File: config.mk
export PLATFORM = sky130hd
export DESIGN_NAME = ripple_pair_counter
export DESIGN_NICKNAME = d
export VERILOG_FILES = /design/src/rtl/ripple_pair_counter.sv
export SDC_FILE = /design/constraint.sdc
export NUM_CORES = 1
export LEC_CHECK = 0
export ABC_AREA = 1
export BUFFER_PORTS_ARGS = -buffer_cell sky130_fd_sc_hd__buf_2
export CORE_AREA = 2 2 39 41
export CTS_BUF_LIST = sky130_fd_sc_hd__clkbuf_8
export CTS_CLUSTER_SIZE = 20
export DETAILED_ROUTE_END_ITERATION = 16
export DIE_AREA = 0 0 41 43
export HOLD_SLACK_MARGIN = 0.15
export PLACE_DENSITY = 0.48
export RECOVER_POWER = 25
export SKIP_CTS_REPAIR_TIMING = 1
export SLEW_MARGIN = 20
export SYNTH_ARGS = -nofsm -noshare
export SYNTH_HDL_FRONTEND = slang
export SYNTH_SLANG_ARGS = --single-unit
File: constraint.sdc
create_clock -name clk -period 0.8 [get_ports clk]
set_input_delay 0.2 -clock clk [delete_from_list [all_inputs] [get_ports clk]]
set_output_delay 0.2 -clock clk [all_outputs]
set_load 0.01 [all_outputs]
File: src/rtl/ripple_pair_counter.sv
module ripple_pair_counter #(
  parameter int SYNC_DEPTH = 2,
  parameter int CHAIN_BITS = 3
) (
  input  logic                  clk,
  input  logic                  rst,
  input  logic                  cnt_a,
  input  logic                  cnt_b,
  input  logic                  clr_x,
  input  logic                  clr_y,
  output logic [CHAIN_BITS:0]   q
);

  logic [SYNC_DEPTH-1:0]   a_sync, b_sync;
  logic                    a_last, b_last;
  logic [CHAIN_BITS-1:1]   hist;
  logic [CHAIN_BITS:1]     tick;

  wire a_now     = a_sync[SYNC_DEPTH-1];
  wire b_now     = b_sync[SYNC_DEPTH-1];
  wire a_fall    = a_last & ~a_now;
  wire clear_all = clr_x & clr_y;

  assign tick[1] = b_last & ~b_now;

  for (genvar i = 2; i <= CHAIN_BITS; i++) begin : g_ripple
    assign tick[i] = hist[i-1] & ~q[i-1];
  end

  always_ff @(posedge clk) begin
    if (rst) begin
      a_sync <= '0;
      b_sync <= '0;
      a_last <= 1'b0;
      b_last <= 1'b0;
      hist   <= '0;
      q      <= '0;
    end else begin
      a_sync <= {a_sync[SYNC_DEPTH-2:0], cnt_a};
      b_sync <= {b_sync[SYNC_DEPTH-2:0], cnt_b};
      a_last <= a_now;
      b_last <= b_now;
      if (clear_all) begin
        q    <= '0;
        hist <= '0;
      end else begin
        q[0] <= q[0] ^ a_fall;
        for (int i = 1; i <= CHAIN_BITS; i++) q[i] <= q[i] ^ tick[i];
        hist <= q[CHAIN_BITS-1:1];
      end
    end
  end


  reset_zero_chk: assert property (@(posedge clk) rst |=> q == '0);


  a_only_moves_bit0_chk: assert property (@(posedge clk) disable iff (rst)
    (!clear_all && !a_fall) |=> q[0] == $past(q[0]));


  ripple_bit2_chk: assert property (@(posedge clk) disable iff (rst)
    (hist[1] && !q[1] && !clear_all) |=> q[2] != $past(q[2]));


  ripple_bit3_chk: assert property (@(posedge clk) disable iff (rst)
    (hist[2] && !q[2] && !clear_all) |=> q[3] != $past(q[3]));


  gated_clear_chk: assert property (@(posedge clk) disable iff (rst)
    (clr_x && clr_y) |=> q == '0);

endmodule

After elaboration in Yosys (flattened, before gate mapping)
Index checks and enable logic that the tools add are counted.
- bits in registers: 12
- latch bits: 0
- bits in writable memories: 0
- ROM bits: 0
- bits of input ports: 6
- output and inout port bits: 4
- memories: 0
- add/sub/neg operators: 0
- multipliers: 0
- divide/modulo/power cells: 0
- magnitude comparators: 0
- equal/unequal tests: 0
- shifts and indexed selects: 0
- multiplexer cells: 0
- bitwise gates (word level): 13
- reduce and logical (&&, ||, !) cells: 1
- operators with widths (kind ; count):
    $and 1x1->1 ; 5
    $not 1->1 ; 4
    $xor 1x1->1 ; 4
    $reduce_or 2->1 ; 1

Depth between registers and ports, before layout
- word-level depth: 3
- gate-level depth with buffers: 5
- mapped depth without buffers: 5

Least setup slack after synthesis
OpenSTA, ideal clock, no wires.
- kind: register to register
- start point: reg q[1]
- end point: reg q[2]
- data arrival time: 0.628 ns
- setup slack: 0.061 ns
- stages on the path, launching flop included: 6
- buffers on the path: 0
- period minus slack after synthesis: 0.739 ns
- cells stage by stage: dfxtp_1 -> inv_1 -> nand2_1 -> nand2_1 -> nand2_1 -> nor2_1
- longest elaborated chain between the ends: 3
- ends and longest elaborated chain (item ; RTL line ; text):
    start, declared ; 11 ; output logic [CHAIN_BITS:0] q
    start signal, assigned ; 37 ; q <= '0;
    start signal, assigned ; 44 ; q <= '0;
    $not 1->1 ; 27 ; assign tick[i] = hist[i-1] & ~q[i-1];
    $and 1x1->1 ; 27 ;
    $xor 1x1->1 ; 48 ; for (int i = 1; i <= CHAIN_BITS; i++) q[i] <= q[i] ^ tick[i];
No other way between the ends.
A chain may end at the register's enable or synchronous reset.

Worst setup path after layout
- start point: reg q[2]
- end point: out q[2]
No word-level cell between the ends.

==> qor.yml <==
slew_viol_final: 0
antenna_found_initial: 0
power_switching_uw: 223
nets: 74
violations: "negative setup slack"
cts_sinks: 12
end_kind: "output pin"
dr.pass1.iters: 2
outcome: "finished, violations left"
max_freq_ghz: 1.14
hold_viol: 0
synth_ff_type: "dfxtp_1"
cts_buffers: 3
grt_overflow: 0
layout-drive-gt1-share_pct: 27.3
rsz0062_at_grt: "true"
synth-edff-count: 0
required_ns: 0.60
portBuffers: 9
intPower_uw: 974
worstHoldStart: "cnt_b"
synth.top_cell.area_share_pct: 59.6
worstPathArrival_ns: 0.68
r2r_end: "q[3]"
fin_crit_ns: 0.878
yosys_warnings: 0
hpwl_um: 435
pwr-share-seq_pct: 52.0
vias: 317
r2r_slack_ns: 0.07
yosysSeqAreaShare_pct: 59.6
syn_inst: 51
syn_avg_cell_area_um2: 7.90
diodes: 0
track_usage_pct: 8.78
async_flop_share_pct: 0
num_rows: 14
combPwrFrac_pct: 5.1
setup-violations-final: 4
crit_type: "reg -> out"
drv_cap: 0
relSlewSlack_pct: 82.2
wl_per_cell_um: 7.65
crit_chain: "buf_6"
holdPathStages: 3
skew_ns: 0.000396
syn_area_um2: 403
synth_cell_types: 6
synth.area.top_cells: "dfxtp_1 (60%), nand2_1 (11%), nor2_1 (11%), inv_1 (9.3%), nand3_1 (5.0%)"
rr_startpoint: "q[2]"
worstHoldEndpoint: "b_sync[0]"
reg2regPathDepth: 5
io_pins: 10
setup_ws_ns: -0.0783
power_density_nw_per_um2: 2150
worst_pin_slew_ns: 0.267
grt_max_degree: 7
crit_family: "flip-flops"
cts_buffer_depth: 2
cp_slowest_cell: "dfxtp_2"
syn2layout_area_growth_pct: 38.2
die_w_um: 41
core_um2: 1380
design_area_um2: 557
ant_nets: 0
leakage_uw: 0.000259
critPathLaunchType: "register"
p_sw_share_pct: 18.6
start_util_pct: 29.1
clkPwrFrac_pct: 43.0
post-route-period-util_pct: 110
dieArea_um2: 1760
total_power_uw: 1200
clk_latency_ns: 0.23
grt_pass1_vias: 256
grt_pass1_wl_um: 993
cts_tree: "yes"
viasPerCell: 3.87
worstHoldPathType: "in -> reg"
dpl_cell_area_um2: 475
drtIter0Drc: 5
critical_path_buf_inv_count: 1
clkTransAtPathRegs_ns: 0.05
yosys-top-cells-count: "dfxtp_1 (12), nand2_1 (12), nor2_1 (12), inv_1 (10), nand3_1 (4)"
die_h_um: 43
htreeDepth: 1
drc: 0
syn_nets: 57
gp_congestion: 0.641
drt-total-wl_um: 627
synth-seq-cells: 12
path_max_fanout: 3
vdd_ir_drop_max_uv: 1110
cts-root-buf: "clkbuf_8"
slowest_delay_ns: 0.35
synth_top_cell_by_area: "dfxtp_1"
-- cell usage in the layout, fill, tap and decap left out, drive strengths merged --
master  instances
clkbuf          5
nor2           12
dfxtp          12
nand2          12
buf            10
inv            10
nand3           4
a21o            1
-- power groups by stage --
| stage | combinational (µW) | clock [µW] | sequential [µW] |
|---|---|---|---|
| after global placement | 59.1 | 0 | 632 |
| after global routing | 69.6 | 577 | 622 |
| after detailed placement | 58.8 | 0 | 632 |
| final | 60.8 | 514 | 622 |
| after CTS | 59.5 | 541 | 620 |
| after floorplan | 28.6 | 0 | 633 |
-- registers in the layout, indices dropped and copies added, names as in the netlist --
signal  flops
a_last      1
a_sync      2
b_last      1
b_sync      2
hist        2
q           4
-- metal layers --
| layer | vias up | share of wire, % | GRT usage (%) |
|---|---|---|---|
| met4 | 0 | 0 | 4.00 |
| met1 | 127 | 51 | 11.1 |
| met5 | - | 0 | 0 |
| met2 | 10 | 42 | 10.9 |
| met3 | 0 | 7.7 | 6.28 |
| li1 | 180 | - | - |
-- how the worst max path moves through the flow --
stage                     cells past startpoint  slack (ns)    to  startpoint
after floorplan                               5        0.06  q[2]        q[1]
after global placement                        5        0.09  q[3]        q[2]
after detailed placement                      5        0.07  q[3]        q[2]
after CTS                                     1       -0.13  q[2]        q[2]
after global routing                          1       -0.11  q[2]        q[2]
final                                         1       -0.08  q[2]        q[2]
-- stage by stage --
stage | setup TNS (ns) | hold WS [ns] | setup WS (ns) | util, % | instances
after detailed placement | 0 | 0.393 | 0.0677 | 34.4 | 77
final | -0.265 | 0.171 | -0.0783 | 40.2 | 82
after global placement | 0 | 0.390 | 0.0864 | 34.4 | 77
after CTS | -0.481 | 0.170 | -0.133 | 37.3 | 80
after global routing | -0.378 | 0.175 | -0.111 | 40.2 | 82
after floorplan | 0 | 0.271 | 0.0605 | - | 51
-- kinds of logic (layout without fill, tap and decap cells) --
family,Yosys count,after routing,synth area share (%)
simple gates,28,28,27.3
flops,12,12,59.6
buf+inv,10,25,9.32
compound gates,1,1,3.73
-- layout make-up --
class                      instances  area (µm²)
fill                             146         827
sequential                        12         245
multi-input combinational         29         125
timing repair buffer              12        87.6
clock buffer                       3        41.3
inverter                          10        37.5
tap                               16        20.0
(Power assumes the default switching activity.)
